<file path="src/rtl/pei_pkg.sv">
`timescale 1ns/1ps
// pei_pkg: shared definitions for the pin event interrupt controller.
// Holds the register offset map and the register port address width.
package pei_pkg;

    localparam int unsigned ADDR_W = 3;

    // Register offsets. The bench and software depend on these values.
    typedef enum logic [ADDR_W-1:0] {
        REG_MODE = 3'd0,   // 1 = edge, 0 = level
        REG_DUAL = 3'd1,   // 1 = both edges (edge mode only)
        REG_POL  = 3'd2,   // 1 = rising/high, 0 = falling/low
        REG_EN   = 3'd3,   // 1 = unmasked
        REG_CLR  = 3'd4,   // 0->1 clears latched edge status
        REG_RAW  = 3'd5,   // read-only raw status
        REG_MSK  = 3'd6,   // read-only masked status
        REG_NONE = 3'd7    // reads as zero
    } pei_reg_e;

endpackage

</file>
<file path="src/rtl/pei_sync.sv">
`timescale 1ns/1ps
// pei_sync: multi-stage flop chain moving asynchronous inputs into the
// clk domain. Assumes each bit is sampled independently (no bus coherency).
module pei_sync #(
    parameter int unsigned W      = 32,
    parameter int unsigned STAGES = 2
) (
    input  logic         clk,
    input  logic         rst_n,
    input  logic [W-1:0] d_i,
    output logic [W-1:0] q_o
);

    logic [W-1:0] stg_q [STAGES];

    for (genvar s = 0; s < STAGES; s++) begin : g_stage
        if (s == 0) begin : g_first
            // first capture flop of the chain
            always_ff @(posedge clk) begin
                if (!rst_n) stg_q[s] <= '0;
                else        stg_q[s] <= d_i;
            end
        end else begin : g_next
            // further settling stages
            always_ff @(posedge clk) begin
                if (!rst_n) stg_q[s] <= '0;
                else        stg_q[s] <= stg_q[s-1];
            end
        end
    end

    assign q_o = stg_q[STAGES-1];

endmodule

</file>
<file path="src/rtl/pei_regfile.sv">
`timescale 1ns/1ps
// pei_regfile: configuration words, acknowledge word and read mux.
// Produces a one-cycle clear pulse for every clear bit taken from 0 to 1
// by a write. Assumes writes are single-cycle strobes; reads are
// combinational from the current state.
module pei_regfile
    import pei_pkg::*;
#(
    parameter int unsigned LINES = 32
) (
    input  logic              clk,
    input  logic              rst_n,
    input  logic              wr_en_i,
    input  logic [ADDR_W-1:0] wr_addr_i,
    input  logic [LINES-1:0]  wr_data_i,
    input  logic [ADDR_W-1:0] rd_addr_i,
    output logic [LINES-1:0]  rd_data_o,
    input  logic [LINES-1:0]  raw_i,
    input  logic [LINES-1:0]  msk_i,
    output logic [LINES-1:0]  mode_o,
    output logic [LINES-1:0]  dual_o,
    output logic [LINES-1:0]  pol_o,
    output logic [LINES-1:0]  en_o,
    output logic [LINES-1:0]  clr_o,
    output logic [LINES-1:0]  clr_pulse_o
);

    logic [LINES-1:0] mode_q, dual_q, pol_q, en_q, clr_q;
    logic             hit_clr;

    assign hit_clr = wr_en_i && (pei_reg_e'(wr_addr_i) == REG_CLR);

    // configuration and acknowledge storage, updated by write strobes
    always_ff @(posedge clk) begin
        if (!rst_n) begin
            mode_q <= '0;
            dual_q <= '0;
            pol_q  <= '0;
            en_q   <= '0;
            clr_q  <= '0;
        end else if (wr_en_i) begin
            case (pei_reg_e'(wr_addr_i))
                REG_MODE: mode_q <= wr_data_i;
                REG_DUAL: dual_q <= wr_data_i;
                REG_POL:  pol_q  <= wr_data_i;
                REG_EN:   en_q   <= wr_data_i;
                REG_CLR:  clr_q  <= wr_data_i;
                default:  ;
            endcase
        end
    end

    // rising transition of each clear bit, valid in the write cycle
    always_comb begin
        clr_pulse_o = hit_clr ? (wr_data_i & ~clr_q) : '0;
    end

    // read-back selection
    always_comb begin
        case (pei_reg_e'(rd_addr_i))
            REG_MODE: rd_data_o = mode_q;
            REG_DUAL: rd_data_o = dual_q;
            REG_POL:  rd_data_o = pol_q;
            REG_EN:   rd_data_o = en_q;
            REG_CLR:  rd_data_o = clr_q;
            REG_RAW:  rd_data_o = raw_i;
            REG_MSK:  rd_data_o = msk_i;
            default:  rd_data_o = '0;
        endcase
    end

    assign mode_o = mode_q;
    assign dual_o = dual_q;
    assign pol_o  = pol_q;
    assign en_o   = en_q;
    assign clr_o  = clr_q;

endmodule

</file>
<file path="src/rtl/pei_detect.sv">
`timescale 1ns/1ps
// pei_detect: per-line event detection. Edge lines compare the current
// synchronised sample with the previous one and latch qualifying edges
// until cleared; level lines report the polarity-adjusted level directly.
// Assumes sync_i is already in the clk domain.
module pei_detect #(
    parameter int unsigned LINES = 32
) (
    input  logic             clk,
    input  logic             rst_n,
    input  logic [LINES-1:0] sync_i,
    input  logic [LINES-1:0] mode_i,
    input  logic [LINES-1:0] dual_i,
    input  logic [LINES-1:0] pol_i,
    input  logic [LINES-1:0] clr_pulse_i,
    output logic [LINES-1:0] hit_o,
    output logic [LINES-1:0] edge_stat_o,
    output logic [LINES-1:0] raw_o
);

    for (genvar g = 0; g < LINES; g++) begin : g_line
        logic prev_q;
        logic lat_q;
        logic rise, fall, hit;

        // previous synchronised sample for edge comparison
        always_ff @(posedge clk) begin
            if (!rst_n) prev_q <= 1'b0;
            else        prev_q <= sync_i[g];
        end

        // qualify the edge against mode, dual-edge and polarity
        always_comb begin
            rise = sync_i[g] & ~prev_q;
            fall = ~sync_i[g] & prev_q;
            if (!mode_i[g])      hit = 1'b0;
            else if (dual_i[g])  hit = rise | fall;
            else if (pol_i[g])   hit = rise;
            else                 hit = fall;
        end

        // latched edge status; a clear only wins over an edge that is
        // already recorded
        always_ff @(posedge clk) begin
            if (!rst_n)              lat_q <= 1'b0;
            else if (clr_pulse_i[g]) lat_q <= hit & ~lat_q;
            else if (hit)            lat_q <= 1'b1;
        end

        // raw status: latched edge or live level
        always_comb begin
            if (mode_i[g]) raw_o[g] = lat_q;
            else           raw_o[g] = pol_i[g] ? sync_i[g] : ~sync_i[g];
        end

        assign hit_o[g]       = hit;
        assign edge_stat_o[g] = lat_q;
    end

endmodule

</file>
<file path="src/rtl/pin_event_irq.sv">
`timescale 1ns/1ps
// pin_event_irq: GPIO interrupt controller for one word of input lines.
// Synchronises the inputs, detects per-line edge or level events,
// masks them with the enable word and ORs the result into irq_o.
// Assumes a single clock domain for the register port.
module pin_event_irq
    import pei_pkg::*;
#(
    parameter int unsigned LINES       = 32,
    parameter int unsigned SYNC_STAGES = 2
) (
    input  logic              clk,
    input  logic              rst_n,
    input  logic [LINES-1:0]  line_i,
    input  logic              wr_en_i,
    input  logic [ADDR_W-1:0] wr_addr_i,
    input  logic [LINES-1:0]  wr_data_i,
    input  logic [ADDR_W-1:0] rd_addr_i,
    output logic [LINES-1:0]  rd_data_o,
    output logic              irq_o
);

    logic [LINES-1:0] sync_w;
    logic [LINES-1:0] mode_w, dual_w, pol_w, en_w, clr_w, clr_pulse_w;
    logic [LINES-1:0] hit_w, edge_stat_w, raw_w, msk_w;

    pei_sync #(.W(LINES), .STAGES(SYNC_STAGES)) u_sync (
        .clk   (clk),
        .rst_n (rst_n),
        .d_i   (line_i),
        .q_o   (sync_w)
    );

    pei_regfile #(.LINES(LINES)) u_regs (
        .clk         (clk),
        .rst_n       (rst_n),
        .wr_en_i     (wr_en_i),
        .wr_addr_i   (wr_addr_i),
        .wr_data_i   (wr_data_i),
        .rd_addr_i   (rd_addr_i),
        .rd_data_o   (rd_data_o),
        .raw_i       (raw_w),
        .msk_i       (msk_w),
        .mode_o      (mode_w),
        .dual_o      (dual_w),
        .pol_o       (pol_w),
        .en_o        (en_w),
        .clr_o       (clr_w),
        .clr_pulse_o (clr_pulse_w)
    );

    pei_detect #(.LINES(LINES)) u_det (
        .clk         (clk),
        .rst_n       (rst_n),
        .sync_i      (sync_w),
        .mode_i      (mode_w),
        .dual_i      (dual_w),
        .pol_i       (pol_w),
        .clr_pulse_i (clr_pulse_w),
        .hit_o       (hit_w),
        .edge_stat_o (edge_stat_w),
        .raw_o       (raw_w)
    );

    // mask and combine into the single request line
    always_comb begin
        msk_w = raw_w & en_w;
        irq_o = |msk_w;
    end

endmodule

</file>
<file path="config.mk">
export PLATFORM = sky130hd
export DESIGN_NAME = pin_event_irq
export DESIGN_NICKNAME = d
export VERILOG_FILES = /design/src/rtl/pei_pkg.sv /design/src/rtl/pei_sync.sv /design/src/rtl/pei_regfile.sv /design/src/rtl/pei_detect.sv /design/src/rtl/pin_event_irq.sv
export SDC_FILE = /design/constraint.sdc
export NUM_CORES = 1
export LEC_CHECK = 0
export ABC_CLOCK_PERIOD_IN_PS = 4130
export BUFFER_PORTS_ARGS = -buffer_cell sky130_fd_sc_hd__buf_2
export CAP_MARGIN = 20
export CORE_MARGIN = 1.5
export CORE_UTILIZATION = 30
export CTS_BUF_LIST = sky130_fd_sc_hd__clkbuf_8
export DETAILED_ROUTE_END_ITERATION = 10
export PLACE_DENSITY = 0.45
export SETUP_SLACK_MARGIN = 0.02
export SLEW_MARGIN = 20
export SYNTH_ARGS = -nofsm -noshare
export SYNTH_HDL_FRONTEND = slang
export SYNTH_HIERARCHICAL = 1
export SYNTH_SLANG_ARGS = --single-unit
</file>
<file path="constraint.sdc">
create_clock -name clk -period 4.13 [get_ports clk]
set_clock_uncertainty 0.15 [all_clocks]
set_input_delay 0.2065 -clock clk [delete_from_list [all_inputs] [get_ports clk]]
set_output_delay 0.2065 -clock clk [all_outputs]
set_load 0.02 [all_outputs]
</file>
==> Word level (Yosys, flattened, before mapping) <==
Memory sizes are Yosys's and may differ from the RTL's.
Cells that the tools add are included.
{ "totals": {"regBits": 224, "mem_bits_rw": 64, "out_inout_bits": 33, "elab_cells": 580, "memories": 1} }
{ "classes": {"eq_ne": 10, "n_mux": 230, "n_bitwise": 229, "n_reduce_logical": 41} }
{ "mem_list": {"columns": ["name", "words", "word_bits", "read_ports", "rd_clocked_by_memory_dff", "wr", "line", "text"], "rows": [
  ["u_sync.stg_q", 2, 32, 2, 0, 2, "pei_sync.sv:14", "logic [W-1:0] stg_q [STAGES];"]
]} }
{ "ops": {"columns": ["cell", "count"], "rows": [
  ["2-to-1 mux 1 bit", 226],
  ["one-hot mux 32 bit (7 select lines)", 1],
  ["AND 1 bit", 96],
  ["2-to-1 mux 32 bit", 3],
  ["NOT 1 bit", 96],
  ["AND 32 bit", 2],
  ["nonzero test 2 bit", 32],
  ["bitwise OR 1 bit", 34],
  ["NOT 32 bit", 1],
  ["OR reduction 32 bit", 1],
  ["equality test 3 x 2 -> 1 bit (second input constant)", 4],
  ["equality test 3 bit (second input constant)", 4],
  ["AND reduction 2 bit", 5],
  ["equality test 3 x 1 -> 1 bit (second input constant)", 2],
  ["zero test 3 bit", 2],
  ["logical AND 1 bit", 1]
]} }

==> Logic depth before layout (Yosys ltp) <==
{ "logic_depth": {"word_depth": 7, "ltp_mapped": 7, "ltp_nobuf": 7} }

==> Modules after synthesis <==
The synthesis kept the hierarchy.
{ "by_module_without_submodules": {"columns": ["module", "instances", "cells_per_inst", "area_each_um2", "seq_area_each_um2"], "rows": [
  ["pei_regfile", 1, 920, 7648.6, 3203.1],
  ["pei_detect", 1, 618, 5246.3, 1281.2],
  ["pei_sync", 1, 134, 1791.7, 1281.2],
  ["pin_event_irq", 1, 45, 297.8, 0.0]
]} }

==> Least setup slack after synthesis <==
No wires, ideal clock.
{ "synth_path": {"kind": "register to output", "from": "reg u_regs.pol_q[27], in the netlist u_regs/pol_o[27]", "to": "out irq_o", "arrival_ps": 2248, "t_required_ps": 3773, "slack_ps": 1525, "path_stages_with_launch": 8, "n_path_buf": 0, "path_cell_list": "dfxtp_1 -> xnor2_1 -> nor2_1 -> nor2_1 -> and2_4 -> or4_1 -> or4_1 -> or4_1"} }
{ "synth_via": {"elab_chain_cells": 4} }
{ "synth_lines": {"columns": ["item", "line", "text"], "rows": [
  ["from (decl)", "pei_regfile.sv:28", "logic [LINES-1:0] mode_q, dual_q, pol_q, en_q, clr_q;"],
  ["from (signal assigned)", "pei_regfile.sv:45", "REG_POL: pol_q <= wr_data_i;"],
  ["2-to-1 mux 1 bit", "pei_detect.sv:53", "else raw_o[g] = pol_i[g] ? sync_i[g] : ~sync_i[g];"],
  ["2-to-1 mux 1 bit", "pei_detect.sv:52", "if (mode_i[g]) raw_o[g] = lat_q;"],
  ["net raw_w[27]", "pin_event_irq.sv:25", "logic [LINES-1:0] hit_w, edge_stat_w, raw_w, msk_w;"],
  ["AND 32 bit", "pin_event_irq.sv:67", "msk_w = raw_w & en_w;"],
  ["net msk_w[27]", "pin_event_irq.sv:25", null],
  ["OR reduction 32 bit", "pin_event_irq.sv:68", "irq_o = |msk_w;"],
  ["to (decl)", "pin_event_irq.sv:20", "output logic irq_o"]
]} }
The timed path passes the listed nets, and every way through them passes these cells.

==> Final worst setup path <==
{ "layout_path": {"from": "reg u_regs.pol_q[24], in the netlist u_regs/pol_o[24]", "to": "out irq_o"} }
Same word-level chain as after synthesis.

==> flow_summary.json <==
{
  "hold_depth": 5,
  "drtAntennaViolNets": 0,
  "tightest_slew_ns": 0.974,
  "rsz0062_at_grt": "false",
  "power_leakage_nw": 7.20,
  "arrival_ns": 3.30,
  "grt_pass1_vias": 11725,
  "syn_area_mm2": 0.0143,
  "placed_cell_area_mm2": 0.0154,
  "hp-class": "input port to flip-flop",
  "synth_nets": 1758,
  "cts.sinks": 288,
  "outcome": "finished, final reports clean",
  "vdd_drop_max_mv": 0.192,
  "fin_area_mm2": 0.0171,
  "io_pins": 106,
  "p_total_mw": 6.21,
  "grt_max_degree": 163,
  "maxCapViolations": 0,
  "hold_start": "wr_addr_i[2]",
  "critPathMaxStageDelay_ns": 0.57,
  "antenna_found_initial": 3,
  "worstSetupStartpointType": "flip-flop",
  "slew_headroom_pct": 35.1,
  "wirelength_mm": 43.5,
  "regToRegStartpoint": "u_sync/stg_q[1][0]",
  "initial_core_util_pct": 30.5,
  "first_pass_iters": 8,
  "required_ns": 3.77,
  "vias": 11866,
  "crit_family": "simple AND/OR/NAND/NOR gates",
  "design.core.area_mm2": 0.0468,
  "cp_common_cell": "or4_1",
  "r2r_slack_ns": 2.59,
  "place.gp.congestion": 0.787,
  "drtIter0Drc": 692,
  "max_freq_mhz": 274,
  "cts_tree": "done",
  "finalSetupViolations": 0,
  "maxSlewViolCount": 0,
  "holdPathEnd": "u_regs/mode_o[14]",
  "endpoint_kind": "output port",
  "layout-drive-gt1-share_pct": 19.9,
  "cp_slowest_cell": "or4_1",
  "hpwl_mm": 26.3,
  "clk_pin_slew_ns": 0.06,
  "fp.dieW_um": 221,
  "dr_wl_met2_mm": 19.2,
  "wl_per_cell_um": 18.0,
  "viasPerCell": 4.91,
  "grt_pass1_wl_mm": 68.0,
  "fin_crit_ns": 3.65,
  "grt_usage_pct": 17.8,
  "r2r_cells": 5,
  "remaining_drc_errors": 0,
  "wl_met3_mm": 2.31,
  "cts_max_path_buffers": 3,
  "cts_htree_levels": 2,
  "io_buffers": 105,
  "die_y_um": 221,
  "clkLatencyLatePin_ns": 0.66,
  "synth_area_per_cell_um2": 8.81,
  "fin_crit_sh_pct": 88.4,
  "critPathBufInv": 1,
  "ys_warn_count": 6,
  "fp-row-count": 79,
  "fillers": 4866,
  "crit_chain": "xnor2_1 > nor2_1 > nor2_1 > and2_1 > or4_1 > or4_1 > or4_1 > buf_2",
  "synthCells": 1621,
  "dieArea_mm2": 0.0489,
  "report.final.hold_viol_count": 0,
  "crit_fanout": 5,
  "r2r-end": "u_det/g_line[0].lat_q",
  "wl_met1_mm": 20.9,
  "maxUsedRoutingLayer": "met5",
  "fin_util_pct": 36.5,
  "syn_to_final_growth_pct": 19.5,
  "worstSetupPathType": "flip-flop to output port",
  "finalSetupTns_ns": 0,
  "gr-total-overflow": 0,
  "fin_nets": 1907,
  "cts_buffers": 55,
  "cts-root-buf": "clkbuf_8",
  "p_per_area_mw_per_mm2": 364
}
==> routing by layer <==
layer  vias up  GRT usage, %
met1      5584          24.1
met4         2          6.05
met5         -             0
li1       5898             -
met2       297          28.0
met3        85          3.65
==> worst max path at each step <==
stage | from | endpoint | depth (start not counted)
finish | u_regs/pol_o[24] | irq_o | 8
global route | u_regs/mode_o[4] | irq_o | 7
CTS | u_regs/pol_o[24] | irq_o | 8
global placement | u_regs/pol_o[27] | irq_o | 8
detailed placement | u_sync/stg_q[1][27] | irq_o | 8
floorplan | u_regs/pol_o[27] | irq_o | 7
==> flip-flops by register name, indices dropped and copies added, names as in the netlist <==
register	count
u_det/g_line.lat_q	32
u_det/g_line.prev_q	32
u_regs/clr_o	32
u_regs/dual_o	32
u_regs/en_o	32
u_regs/mode_o	32
u_regs/pol_o	32
u_sync/stg_q	64
==> layout by cell type (no fill, tap or decap), types with 33 or more instances in the layout <==
master,count
a21boi_1,62
nor2b_1,64
inv_1,92
ha_1,64
and3b_1,33
nor2_1,64
a22oi_1,38
clkbuf_8,65
and2_1,62
nand3_1,65
mux2_2,44
dlygate4sd3_1,67
o21ai_0,66
a21boi_0,34
dfxtp_1,288
buf_2,104
and2_2,64
nand2_1,256
==> final cells by class <==
cell class | instances | area [µm²] | area share [%]
timing repair buffer | 198 | 1410 | 8.28
inverter | 66 | 248 | 1.45
sequential | 288 | 5770 | 33.8
antenna | 1 | 2.50 | 0.0147
multi-input combinational | 1161 | 7850 | 46.0
clock inverter | 31 | 135 | 0.792
clock buffer | 65 | 895 | 5.24
tap | 607 | 759 | 4.45
==> metrics by stage <==
stage	instances	setup slack [ns]	hold slack (ns)
floorplan	1621	1.53	0.191
global placement	2252	1.15	0.277
detailed placement	2253	1.12	0.280
CTS	2416	0.371	0.0392
global route	2416	0.332	0.0767
finish	2417	0.478	0.102
==> worst register-to-register path, cell delays in order (launching register included) <==
cell and delay, ns:
dfxtp_1 0.40, inv_1 0.07, ha_1 0.19, nor2b_1 0.13, a211o_2 0.27, a41o_2 0.23
==> power breakdown <==
part / internal, mW / switching [mW] / leakage [nW] / total, mW
combinational: 0.258 / 0.363 / 4.23 / 0.621
clock: 1.42 / 1.26 / 0.630 / 2.68
sequential: 2.85 / 0.0569 / 2.34 / 2.91
==> what timing repair did <==
action                     CTS  global route
setup endpoints to repair    0             0
hold buffers                67             0
resized for setup            0             0
setup buffers                0             0
hold endpoints to repair   224             0
Power figures use the tool's default switching activity.
